## src/rtl/wdt_pkg.sv

```systemverilog
package wdt_pkg;

    localparam int PRE_W = 13;
    localparam int CNT_W = 8;

    typedef enum logic [2:0] {
        SEL_D2    = 3'd0,
        SEL_D64   = 3'd1,
        SEL_D128  = 3'd2,
        SEL_D256  = 3'd3,
        SEL_D512  = 3'd4,
        SEL_D1024 = 3'd5,
        SEL_D4096 = 3'd6,
        SEL_D8192 = 3'd7
    } rate_sel_e;

    typedef struct packed {
        logic      flag;
        logic      wd_mode;
        logic      run;
        rate_sel_e rate;
    } ctl_t;

    function automatic int tap_bits(input rate_sel_e s);
        case (s)
            SEL_D2:    return 1;
            SEL_D64:   return 6;
            SEL_D128:  return 7;
            SEL_D256:  return 8;
            SEL_D512:  return 9;
            SEL_D1024: return 10;
            SEL_D4096: return 12;
            default:   return 13;
        endcase
    endfunction

    function automatic logic [7:0] ctl_image(input ctl_t c);
        return {c.flag, c.wd_mode, c.run, 2'b11, c.rate};
    endfunction

endpackage

```

## src/rtl/wdt_prescaler.sv

```systemverilog
module wdt_prescaler
    import wdt_pkg::*;
(
    input  logic      clk,
    input  logic      rst,
    input  logic      run,
    input  rate_sel_e rate,
    output logic      tick
);
    logic [PRE_W-1:0] div_q;
    logic [PRE_W-1:0] mask;

    always_ff @(posedge clk) begin
        if (rst || !run) div_q <= '0;
        else             div_q <= div_q + 1'b1;
    end

    always_comb begin
        mask = {PRE_W{1'b1}} >> (PRE_W - tap_bits(rate));
        tick = run && ((div_q & mask) == mask);
    end

    // a tap enable is never wider than one cycle
    assert_tick_single_R4: assert property (@(posedge clk) disable iff (rst)
        tick |=> !tick);
endmodule

```

## src/rtl/wdt_counter.sv

```systemverilog
module wdt_counter
    import wdt_pkg::*;
(
    input  logic             clk,
    input  logic             rst,
    input  logic             run,
    input  logic             tick,
    input  logic             load,
    input  logic [CNT_W-1:0] load_val,
    output logic [CNT_W-1:0] cnt,
    output logic             ovf_evt
);
    assign ovf_evt = run && tick && !load && (cnt == {CNT_W{1'b1}});

    always_ff @(posedge clk) begin
        if (rst || !run) cnt <= '0;
        else if (load)   cnt <= load_val;
        else if (tick)   cnt <= cnt + 1'b1;
    end

    assert_hold_zero_R3: assert property (@(posedge clk) disable iff (rst)
        !run |=> cnt == '0);
    assert_load_wins_R10: assert property (@(posedge clk) disable iff (rst)
        (run && load) |=> cnt == $past(load_val));
endmodule

```

## src/rtl/wdt_ctrl.sv

```systemverilog
module wdt_ctrl
    import wdt_pkg::*;
#(
    parameter logic [7:0] CSR_KEY   = 8'hA5,
    parameter logic [7:0] CNT_KEY   = 8'h5A,
    parameter int         PULSE_LEN = 128,
    localparam int        PW        = $clog2(PULSE_LEN + 1)
) (
    input  logic        clk,
    input  logic        rst,
    input  logic        bus_rd,
    input  logic        bus_addr,
    input  logic        bus_wr,
    input  logic [15:0] bus_wdata,
    input  logic        ovf_evt,
    output ctl_t        ctl_q,
    output logic        cnt_load,
    output logic        irq_o,
    output logic        wdt_ovf_o
);
    logic          csr_wr;
    logic          armed_q;
    logic          set_evt;
    logic [PW-1:0] pulse_q;

    assign csr_wr   = bus_wr && (bus_wdata[15:8] == CSR_KEY);
    assign cnt_load = bus_wr && (bus_wdata[15:8] == CNT_KEY);
    assign set_evt  = ovf_evt && !ctl_q.wd_mode;

    always_ff @(posedge clk) begin
        if (rst) begin
            ctl_q   <= '{flag: 1'b0, wd_mode: 1'b0, run: 1'b0, rate: SEL_D2};
            armed_q <= 1'b0;
        end else begin
            if (csr_wr) begin
                ctl_q.wd_mode <= bus_wdata[6];
                ctl_q.run     <= bus_wdata[5];
                ctl_q.rate    <= rate_sel_e'(bus_wdata[2:0]);
            end
            if (set_evt)
                ctl_q.flag <= 1'b1;
            else if (csr_wr && armed_q && !bus_wdata[7])
                ctl_q.flag <= 1'b0;
            if (set_evt || csr_wr)
                armed_q <= 1'b0;
            else if (bus_rd && !bus_addr && ctl_q.flag)
                armed_q <= 1'b1;
        end
    end

    always_ff @(posedge clk) begin
        if (rst)                         pulse_q <= '0;
        else if (ovf_evt && ctl_q.wd_mode) pulse_q <= PW'(PULSE_LEN);
        else if (pulse_q != '0)          pulse_q <= pulse_q - 1'b1;
    end

    assign wdt_ovf_o = (pulse_q != '0);
    assign irq_o     = ctl_q.flag;

    assert_flag_source_R5: assert property (@(posedge clk) disable iff (rst)
        $rose(ctl_q.flag) |-> $past(ovf_evt && !ctl_q.wd_mode));
    assert_flag_clear_R7: assert property (@(posedge clk) disable iff (rst)
        $fell(ctl_q.flag) |-> $past(bus_wr && bus_wdata[15:8] == CSR_KEY && !bus_wdata[7]));
    assert_pulse_start_R6: assert property (@(posedge clk) disable iff (rst)
        (ovf_evt && ctl_q.wd_mode) |=> wdt_ovf_o);
    assert_pulse_source_R6: assert property (@(posedge clk) disable iff (rst)
        $rose(wdt_ovf_o) |-> $past(ovf_evt && ctl_q.wd_mode));
    assert_bad_key_R2: assert property (@(posedge clk) disable iff (rst)
        (bus_wr && bus_wdata[15:8] != CSR_KEY && !ovf_evt) |=> $stable(ctl_q));
endmodule

```

## src/rtl/wdt_timer.sv

```systemverilog
module wdt_timer
    import wdt_pkg::*;
#(
    parameter logic [7:0] CSR_KEY   = 8'hA5,
    parameter logic [7:0] CNT_KEY   = 8'h5A,
    parameter int         PULSE_LEN = 128
) (
    input  logic        clk,
    input  logic        rst,
    input  logic        bus_rd,
    input  logic        bus_addr,
    input  logic        bus_wr,
    input  logic [15:0] bus_wdata,
    output logic [7:0]  bus_rdata,
    output logic        irq_o,
    output logic        wdt_ovf_o
);
    ctl_t             ctl_q;
    logic             tick;
    logic             cnt_load;
    logic             ovf_evt;
    logic [CNT_W-1:0] cnt;

    wdt_prescaler u_pre (
        .clk  (clk),
        .rst  (rst),
        .run  (ctl_q.run),
        .rate (ctl_q.rate),
        .tick (tick)
    );

    wdt_counter u_cnt (
        .clk      (clk),
        .rst      (rst),
        .run      (ctl_q.run),
        .tick     (tick),
        .load     (cnt_load),
        .load_val (bus_wdata[CNT_W-1:0]),
        .cnt      (cnt),
        .ovf_evt  (ovf_evt)
    );

    wdt_ctrl #(
        .CSR_KEY   (CSR_KEY),
        .CNT_KEY   (CNT_KEY),
        .PULSE_LEN (PULSE_LEN)
    ) u_ctrl (
        .clk       (clk),
        .rst       (rst),
        .bus_rd    (bus_rd),
        .bus_addr  (bus_addr),
        .bus_wr    (bus_wr),
        .bus_wdata (bus_wdata),
        .ovf_evt   (ovf_evt),
        .ctl_q     (ctl_q),
        .cnt_load  (cnt_load),
        .irq_o     (irq_o),
        .wdt_ovf_o (wdt_ovf_o)
    );

    assign bus_rdata = bus_addr ? cnt : ctl_image(ctl_q);

    assert_fixed_bits_R9: assert property (@(posedge clk) disable iff (rst)
        !bus_addr |-> bus_rdata[4:3] == 2'b11);
endmodule

```

## config.mk

```make
export PLATFORM = sky130hd
export DESIGN_NAME = wdt_timer
export DESIGN_NICKNAME = d
export VERILOG_FILES = /design/src/rtl/wdt_pkg.sv /design/src/rtl/wdt_prescaler.sv /design/src/rtl/wdt_counter.sv /design/src/rtl/wdt_ctrl.sv /design/src/rtl/wdt_timer.sv
export SDC_FILE = /design/constraint.sdc
export NUM_CORES = 1
export LEC_CHECK = 0
export ABC_AREA = 1
export BUFFER_PORTS_ARGS = -buffer_cell sky130_fd_sc_hd__buf_2
export CAP_MARGIN = 0
export CELL_PAD_IN_SITES_DETAIL_PLACEMENT = 1
export CELL_PAD_IN_SITES_GLOBAL_PLACEMENT = 1
export CORE_MARGIN = 8
export CORE_UTILIZATION = 40
export DETAILED_ROUTE_END_ITERATION = 8
export GPL_TIMING_DRIVEN = 0
export PLACE_DENSITY_LB_ADDON = 0.1
export SLEW_MARGIN = 20
export SYNTH_ARGS = -nofsm -noshare
export SYNTH_HDL_FRONTEND = slang
export SYNTH_SLANG_ARGS = --single-unit
export TNS_END_PERCENT = 100
```

## constraint.sdc

```tcl
create_clock -name clk -period 2.3 [get_ports clk]
set_input_delay 0.575 -clock clk [delete_from_list [all_inputs] [get_ports clk]]
set_output_delay 0.575 -clock clk [all_outputs]
set_load 0.01 [all_outputs]
```

== Word level (Yosys, flattened, before mapping) ==
Index checks and enable logic that the tools add are counted.
Operators by class
  add/sub/neg operators: 4
  eq/ne operators: 10
  shift-type cells: 1
  muxes and demuxes: 8
  bitwise logic cells: 1
  reduce and logical (&&, ||, !) cells: 26
Operators by type and width (count)
  8-bit 2-to-1 mux: 5
  13-bit by 32-bit >> shifter with 13-bit output (first input constant): 1
  4-bit one-hot mux with 7 select lines: 1
  8-bit equality test (second input constant): 2
  13-bit by 1-bit adder with 13-bit output (second input constant): 1
  13-bit AND: 1
  13-bit equality test: 1
  1-bit logical AND: 12
  3-bit equality test (second input constant): 3
  8-bit by 1-bit adder with 8-bit output (second input constant): 1
  8-bit by 7-bit equality test with 1-bit output (second input constant): 1
  8-bit nonzero test: 1
  8-bit by 1-bit subtractor with 8-bit output (second input constant): 1
  3-bit by 2-bit equality test with 1-bit output (second input constant): 2
  2-bit nonzero test: 3
  1-bit zero test: 5
  4-bit by 4-bit subtractor with 5-bit output (first input constant): 1
  2-bit OR reduction: 2
  3-bit by 1-bit equality test with 1-bit output (second input constant): 1
  3-bit zero test: 1
  1-bit logical OR: 2
  1-bit 2-to-1 mux: 2
Storage, ports and cells
  register bits: 36
  bits of input ports: 21
  output and inout port bits: 10
  word-level logic and storage cells: 59

== Logic depth before layout (Yosys ltp) ==
Gate-level depths: netlist of run 1.
  depth after elaboration: 13
  gate-level depth with buffers: 17
  depth with buffers taken out: 17

== Modules after synthesis ==
Synthesis of run 1 repeated with hierarchy kept, for this count alone.
Unflattened totals
  cells, all modules: 341
  area total of the unflattened synthesis: 2253.4 µm²
By module, submodules not included
  wdt_prescaler: instances 1, cells an instance 129, area each 829.5 µm², sequential area each 260.2 µm²
  wdt_ctrl: instances 1, cells an instance 109, area each 799.5 µm², sequential area each 300.3 µm²
  wdt_counter: instances 1, cells an instance 79, area each 526.8 µm², sequential area each 160.2 µm²
  wdt_timer: instances 1, cells an instance 24, area each 97.6 µm², sequential area each 0.0 µm²

== Least setup slack after synthesis of run 1 ==
No wires, ideal clock.
  path kind: register -> register
  start: register u_ctrl.ctl_q[0] (netlist name)
  end: register u_ctrl.pulse_q[2]
  library setup time: 0.119 ns
  arrival time: 1.952 ns
  required time: 2.181 ns
  setup slack: 0.229 ns
  stages on the path, launching flop included: 17
  path buffers: 1
  period minus slack after synthesis: 2.071 ns
  cell sequence: dfxtp_1 -> inv_1 -> nand2_4 -> nand3_2 -> inv_1 -> ha_1 -> buf_2 -> inv_1 -> nand4_1 -> nand2_1 -> nand2_1 -> o21bai_2 -> nand2_4 -> nor2_8 -> nand3_4 -> nand2_4 -> nor2_2
Between the ends
  longest elaborated chain between the ends: 12
  elaborated cells on any way between the ends: 18
  classes of those cells: add/sub: 1; eq/ne: 7; shift: 1; mux: 1; bitwise: 1; reduce/logical: 7
Ends and longest elaborated chain
  3-bit equality test (tied with other cells): RTL line wdt_pkg.sv:25  | case (s)
  4-bit one-hot mux with 7 select lines (*): RTL line wdt_pkg.sv:25
  4-bit by 4-bit subtractor with 5-bit output (*): RTL line wdt_prescaler.sv:19  | mask = {PRE_W{1'b1}} >> (PRE_W - tap_bits(rate));
  13-bit by 32-bit >> shifter with 13-bit output (*): RTL line wdt_prescaler.sv:19
  13-bit AND: RTL line wdt_prescaler.sv:20  | tick = run && ((div_q & mask) == mask);
  13-bit equality test (*): RTL line wdt_prescaler.sv:20
  1-bit logical AND (*): RTL line wdt_prescaler.sv:20
  1-bit logical AND (*) (3 in a row): RTL line wdt_counter.sv:13  | assign ovf_evt = run && tick && !load && (cnt == {CNT_W{1'b1}});
  1-bit logical AND (*): RTL line wdt_ctrl.sv:53  | else if (ovf_evt && ctl_q.wd_mode) pulse_q <= PW'(PULSE_LEN);
  2-bit OR reduction (no line) (*)
  to (signal assigned): RTL line wdt_ctrl.sv:53
  to (signal assigned): RTL line wdt_ctrl.sv:54  | else if (pulse_q != '0) pulse_q <= pulse_q - 1'b1;
  to (decl): RTL line wdt_ctrl.sv:24  | logic [PW-1:0] pulse_q;
Every way passes the cells marked *; elsewhere a longest branch is shown, timed or not.
A chain may end at the register's enable or synchronous reset.

== Worst setup path in the final report of run 1 ==
  start: register u_ctrl.pulse_q[0]
  end: output port wdt_ovf_o
Between the ends
  longest elaborated chain between the ends: 1
Ends and longest elaborated chain
  8-bit nonzero test: RTL line wdt_ctrl.sv:57  | assign wdt_ovf_o = (pulse_q != '0);
  to (decl): RTL line wdt_timer.sv:16  | output logic wdt_ovf_o
No other way between the ends.

==> metrics.md, run 1 <==
| Metric | Value |
|---|---|
| FF-to-FF End | `u_ctrl.pulse_q[5]$_SDFFE_PP0P_` |
| Clk buf depth | `2` |
| Fin crit period | `2150 ps` |
| DR iter-0 viols | `71` |
| Share of the synthesized area in the top cell type | `34.5%` |
| Antenna Violating Nets Remaining | `0` |
| Layout area overhead | `19.2%` |
| Synthesized flop and latch total | `36` |
| Hold Fails Final Rpt | `0` |
| Multi-input gate area | `1230 um2` |
| Critical Path Fanout Max | `5` |
| Rel. slew slack | `59.2%` |
| FF-to-FF Start | `u_ctrl.ctl_q[1]$_SDFFE_PP0P_` |
| Hold crit path type | `reg -> reg` |
| Hold Path Stages | `1` |
| CTS Hold Buffers Added | `0` |
| CP Class | `reg -> out` |
| DP HPWL | `4480 um` |
| Setup WS pre-CTS | `-79.0 ps` |
| Post-layout net count | `372` |
| Status | `complete, no violations` |
| Gr usage total | `15.9%` |
| Fmax | `0.465 GHz` |
| Yosys cell types | `30` |
| Critical Path AT | `1580 ps` |
| Peak supply drop | `0.364 mV` |
| Core area | `5070 um2` |
| FP Rows | `26` |
| Crit path required time | `1730 ps` |
| Antenna fix cells | `0` |
| Inserted Clock Buffers | `5` |
| Synth warnings | `0` |
| Largest area contributor in the netlist | `dfxtp_1` |
| Max Cap Violations | `0` |
| Drt wl/cell | `13.9 um` |
| Synth Instances | `308` |
| Clock transition at path regs | `90 ps` |
| Die Y | `88.3 um` |
| Final Cycle Share | `93.5%` |
| Initial Utilization | `41.2%` |
| # fillers | `704` |
| Worst Tran Pin Value | `610 ps` |
| Via count | `2,081` |
| Worst Hold Launch | `u_pre.div_q[0]$_SDFF_PP0_` |
| P_leak | `0.978 nW` |
| Core Util, Final | `49.1%` |
| Ranking of synthesized cells by area | `dfxtp_1 (34%), nand2_1 (12%), nand3_1 (7.2%), a21oi_1 (6.5%), inv_1 (6.5%)` |
| CTS root buffer | `clkbuf_8` |
| Final setup fails | `0` |
| Register area share after synthesis | `34.5%` |
| Setup crit end kind | `output port` |
| Gr ovfl total | `0` |
| Syn avg cell area | `6.79 um2` |
| Post-Syn Nets | `333` |
| Final GP Congestion | `0.806` |
| H-tree levels | `2` |
| PD cells | `687 nW/um2` |
| Hold slack | `493 ps` |
| Ratio of cells with drive above 1 in the final layout | `21.6%` |
| Number of primary I/O pins | `31` |
| Worst Skew | `12.5 ps` |
| Sink Count | `36` |
| Die ar. | `7800 um2` |
| Worst r2r path cells | `15` |
| Via density per instance | `4.98` |
| Drc violations | `0` |
| CTS tree | `yes` |
| Slew Viols, Final | `0` |
| Clk_lat worst skew | `300 ps` |
| Critical Path Source Type | `flip-flop` |
| Maximum number of pins on one net before global-route repair | `13` |
| First-pass GRT wire length | `9690 um` |
| Hold Path End | `u_pre.div_q[0]$_SDFF_PP0_` |
| IO buf count | `30` |
| Initial antenna violation count | `0` |
| Vias in the first global route | `2,108` |
| Die X | `88.3 um` |
| Pre-antenna DRT Iters | `4` |
| Register area | `723 um2` |
| Total wire length | `5790 um` |
| Reg2reg setup slack | `200 ps` |
| Area of the mapped netlist | `2090 um2` |
| Setup ws final | `149 ps` |
[critical path: stages (launching register included)]
cell	delay, ps
dfxtp_1	320
inv_1	70
ha_1	180
nand2_1	110
nor2_1	130
nand2_2	90
nor2_4	130
inv_1	100
buf_2	150
[power breakdown]
group          total (mW)  switching (mW)  internal (mW)
registers           0.710          0.0394          0.671
clock network       0.577           0.256          0.321
logic               0.425           0.240          0.185
total                1.71           0.536           1.18
[synth_stat cells, drive strengths merged]
library cell  instances
clkbuf                4
xor2                  5
o21a                  2
nor3                  5
xnor2                 4
nand3                34
nand2                78
o21ai                24
buf                   2
nor3b                 1
nor2                 36
dfxtp                36
a21oi                27
a31oi                 1
nand4                 3
ha                    4
inv                  37
o31ai                 2
clkinv                1
nor4                  1
o21bai                1
[placed cells by master, fill, tap and decap left out, drive strengths merged]
master,netlist,routed
nand2,78,78
inv,37,37
dfxtp,36,36
nor2,36,36
buf,2,34
nand3,34,34
a21oi,27,27
o21ai,24,24
clkbuf,4,9
xor2,5,5
nor3,5,5
xnor2,4,4
ha,4,4
nand4,3,3
clkinv,1,2
o21a,2,2
o31ai,2,2
nor4,1,1
nor3b,1,1
o21bai,1,1
a31oi,1,1
clkinvlp,0,1
bufinv,0,1
[final cells by class]
cell class              count  share of cell area [%]
multi-input cells         228                    49.5
flip-flops and latches     36                    29.0
repair buffers             33                    6.93
inverters                  38                    5.78
well taps                  70                    3.52
clock buffers               5                    2.76
clock inverters             3                    1.71
plain buffers               5                   0.804
[stage by stage]
step	cell area, um2	TNS [ps]	cells	total power, mW
after floorplan	2090	0	308	1.02
after global placement	2330	-341	408	1.10
after detailed placement	2330	-490	408	1.12
after CTS	2470	0	418	1.70
after global routing	2490	-0.729	418	1.81
final	2490	0	418	1.71
[metal layers]
layer | up-vias | global-route usage, % | part of all wire [%]
li1 | 1076 | - | -
met1 | 969 | 19.2 | 48
met2 | 27 | 26.7 | 48
met3 | 9 | 3.16 | 2.8
met4 | 0 | 6.61 | 1.7
met5 | - | 0 | 0
[sequential cells by signal (all words and copies together) (netlist names)]
| name | flops |
|---|---|
| u_pre.div_q | 13 |
| u_cnt.cnt | 8 |
| u_ctrl.pulse_q | 8 |
| u_ctrl.ctl_q | 5 |
| u_ctrl.armed_q | 1 |
| u_ctrl.irq_o | 1 |
[worst max path at each step]
stage,startpoint,to,depth (start not counted),slack (ps)
2_1_floorplan,u_ctrl.ctl_q[0]$_SDFFE_PP0P_,u_ctrl.pulse_q[2]$_SDFFE_PP0P_,16,230
3_3_place_gp,u_ctrl.ctl_q[0]$_SDFFE_PP0P_,u_ctrl.pulse_q[2]$_SDFFE_PP0P_,16,-50
3_5_place_dp,u_ctrl.ctl_q[0]$_SDFFE_PP0P_,u_ctrl.pulse_q[2]$_SDFFE_PP0P_,16,-80
4_1_cts,u_ctrl.ctl_q[1]$_SDFFE_PP0P_,u_ctrl.pulse_q[2]$_SDFFE_PP0P_,16,20
5_1_grt,u_ctrl.pulse_q[0]$_SDFFE_PP0P_,wdt_ovf_o,8,-0.7
6_report,u_ctrl.pulse_q[0]$_SDFFE_PP0P_,wdt_ovf_o,8,150
[cells by family after synthesis]
family	share of synthesized area [%]
and+or+nand+nor	36.8
AOI/OAI and AO/OA	14.5
buffers and inverters	8.08
DFF	34.5
xor gates and xnor gates	3.77
adders and majority gates	2.39
[what timing repair did]
| action | 4_1_cts | 5_1_grt |
|---|---|---|
| endpoints found under the hold margin | 0 | 0 |
| pin swaps | 1 | 3 |
| setup endpoints to repair | 8 | 18 |
| resized for setup | 6 | 4 |
| setup buffers | 2 | 1 |
(Power assumes the default switching activity.)
==> run 2, diff against run 1 <==
--- a/config.mk
+++ b/config.mk
@@ -15,6 +15,7 @@
 export DETAILED_ROUTE_END_ITERATION = 8
 export GPL_TIMING_DRIVEN = 0
 export PLACE_DENSITY_LB_ADDON = 0.1
+export SETUP_SLACK_MARGIN = 0.3
 export SLEW_MARGIN = 20
 export SYNTH_ARGS = -nofsm -noshare
 export SYNTH_HDL_FRONTEND = slang
==> metrics.md, run 2 (synthesis gave the netlist of run 1 again) <==
| Metric | Value |
|---|---|
| Worst Tran Pin Value | `565 ps` |
| Slew Viols, Final | `0` |
| Final setup fails | `0` |
| Antenna fix cells | `0` |
| Hold crit path type | `reg -> reg` |
| Inserted Clock Buffers | `5` |
| Die Y | `88.3 um` |
| Initial Utilization | `41.2%` |
| IO buf count | `30` |
| Drc violations | `0` |
| Crit path required time | `2470 ps` |
| Most frequent cells in the layout | `nand2_1 (63), dfxtp_1 (33), buf_2 (31), inv_1 (29)` |
| Drt wl/cell | `14.3 um` |
| FP Rows | `26` |
| Sink Count | `36` |
| Clk buf depth | `2` |
| CTS tree | `yes` |
| Total wire length | `6120 um` |
| CP cell instances | `inv_4 > nand2_4 > nand3_2 > inv_2 > ha_4 > buf_8 > buf_4 > nand3_1 > nand3_1 > o21bai_2 > nand2_4 > nor2_8 > nand3_4 > nand2_8 > nor2_2` |
| First-pass GRT wire length | `10,800 um` |
| H-tree levels | `2` |
| Worst Hold Launch | `u_pre.div_q[0]$_SDFF_PP0_` |
| Largest regs | `u_pre.div_q (13), u_cnt.cnt (8), u_ctrl.pulse_q (8)` |
| P_leak | `1.05 nW` |
| Max reg flops | `13` |
| Max stage delay on crit path | `400 ps` |
| FF-to-FF Start | `u_ctrl.ctl_q[1]$_SDFFE_PP0P_` |
| Clk_lat worst skew | `280 ps` |
| Layout area overhead | `25.2%` |
| Die ar. | `7800 um2` |
| Number of primary I/O pins | `31` |
| CTS root buffer | `clkbuf_8` |
| Gr usage total | `17.4%` |
| Core area | `5070 um2` |
| Post-layout net count | `383` |
| Critical Path Fanout Max | `7` |
| Max Cap Violations | `0` |
| Setup crit start | `u_ctrl.ctl_q[1]$_SDFFE_PP0P_` |
| Hold slack | `491 ps` |
| Most common cell after layout, fill and taps aside | `nand2_1` |
| Worst r2r path cells | `15` |
| PD cells | `620 nW/um2` |
| Rel. slew slack | `62.4%` |
| Setup crit end kind | `flip-flop` |
| Vias in the first global route | `2,337` |
| Initial antenna violation count | `0` |
| Setup TNS Final | `0 ps` |
| Register bank with the most flops | `u_pre.div_q` |
| Via density per instance | `5.05` |
| RSZ-0062 raised after global routing | `true` |
| Critical Path Source Type | `flip-flop` |
| Clock transition at path regs | `80 ps` |
| Critical Path Slowest Stage Cell | `dfxtp_4` |
| Ratio of cells with drive above 1 in the final layout | `28.5%` |
| Final Cycle Share | `92.6%` |
| CP Class | `reg -> reg` |
| Critical Path AT | `2310 ps` |
| Gr ovfl total | `0` |
| Fmax | `0.469 GHz` |
| Worst Skew | `5.16 ps` |
| DP HPWL | `4390 um` |
| Via count | `2,163` |
| DR iter-0 viols | `62` |
| Total Power | `1.62 mW` |
| Peak supply drop | `0.287 mV` |
| Status | `complete, no violations` |
| Hold Fails Final Rpt | `0` |
| Antenna Violating Nets Remaining | `0` |
| Final GP Congestion | `0.781` |
| Hold Path Stages | `1` |
| Maximum number of pins on one net before global-route repair | `11` |
| Pre-antenna DRT Iters | `4` |
| Fin crit period | `2130 ps` |
| Die X | `88.3 um` |
[run 2: changes by cell type in the layout (fill, tap and decap cells not counted), sizes merged]
cell	change
clkbuf	+1
buf	+11
bufinv	-1
clkinvlp	-1
[run 2: area by class of cell]
type / instances / area (um2)
inverter: 38 / 151
timing repair buffer: 43 / 248
buffer: 6 / 36.3
sequential: 36 / 729
clock buffer: 6 / 72.6
tap: 70 / 87.6
clock inverter: 1 / 5.00
multi-input combinational: 228 / 1290
fill: 692 / 2460
[run 2: what timing repair did]
action | in CTS | in global routing
cloned | 0 | 0
gates resized for setup | 22 | 8
setup endpoints to repair | 19 | 26
pin swaps | 13 | 1
buffers inserted | 13 | 0
hold buffers | 0 | 0
[run 2: metrics by stage]
stage / cells / worst slack, ps / cell area, um2 / utilization (%)
after floorplan: 308 / 280 / 2110 / -
after global placement: 408 / 62.7 / 2350 / 46.3
after detailed placement: 408 / 58.8 / 2350 / 46.3
after CTS: 428 / 221 / 2600 / 51.2
after global routing: 428 / 59.4 / 2620 / 51.6
final: 428 / 169 / 2620 / 51.6
[run 2: final timing paths]
kind                            slack, ps                        endpoint
worst max-delay path                  170  u_ctrl.pulse_q[2]$_SDFFE_PP0P_
worst min-delay path                  490       u_pre.div_q[0]$_SDFF_PP0_
worst max register to register        170  u_ctrl.pulse_q[2]$_SDFFE_PP0P_
worst min register to register        490       u_pre.div_q[0]$_SDFF_PP0_
[run 2: layer usage]
metal | vias to the layer above | GRT usage [%] | part of all wire, %
li1 | 1105 | - | -
met3 | 7 | 3.25 | 3.5
met2 | 39 | 33.0 | 51
met5 | - | 0 | 0
met4 | 0 | 4.92 | 1.0
met1 | 1012 | 19.1 | 44
[run 2: critical path, delay by kind of cell, from the launching register on]
family	cells	cell delay [ps]
AND/OR/NAND/NOR	9	830
buffers and inverters	4	410
flip-flops	1	400
adder cells (fa/ha/maj)	1	210
AO/OA/AOI/OAI	1	160
[run 2: report_power, final]
group | internal [mW] | switching, mW | total (mW) | leakage, nW
Combinational | 0.218 | 0.262 | 0.480 | 0.718
Sequential | 0.669 | 0.0427 | 0.711 | 0.294
Clock | 0.206 | 0.226 | 0.433 | 0.0410
Total | 1.09 | 0.531 | 1.62 | 1.05
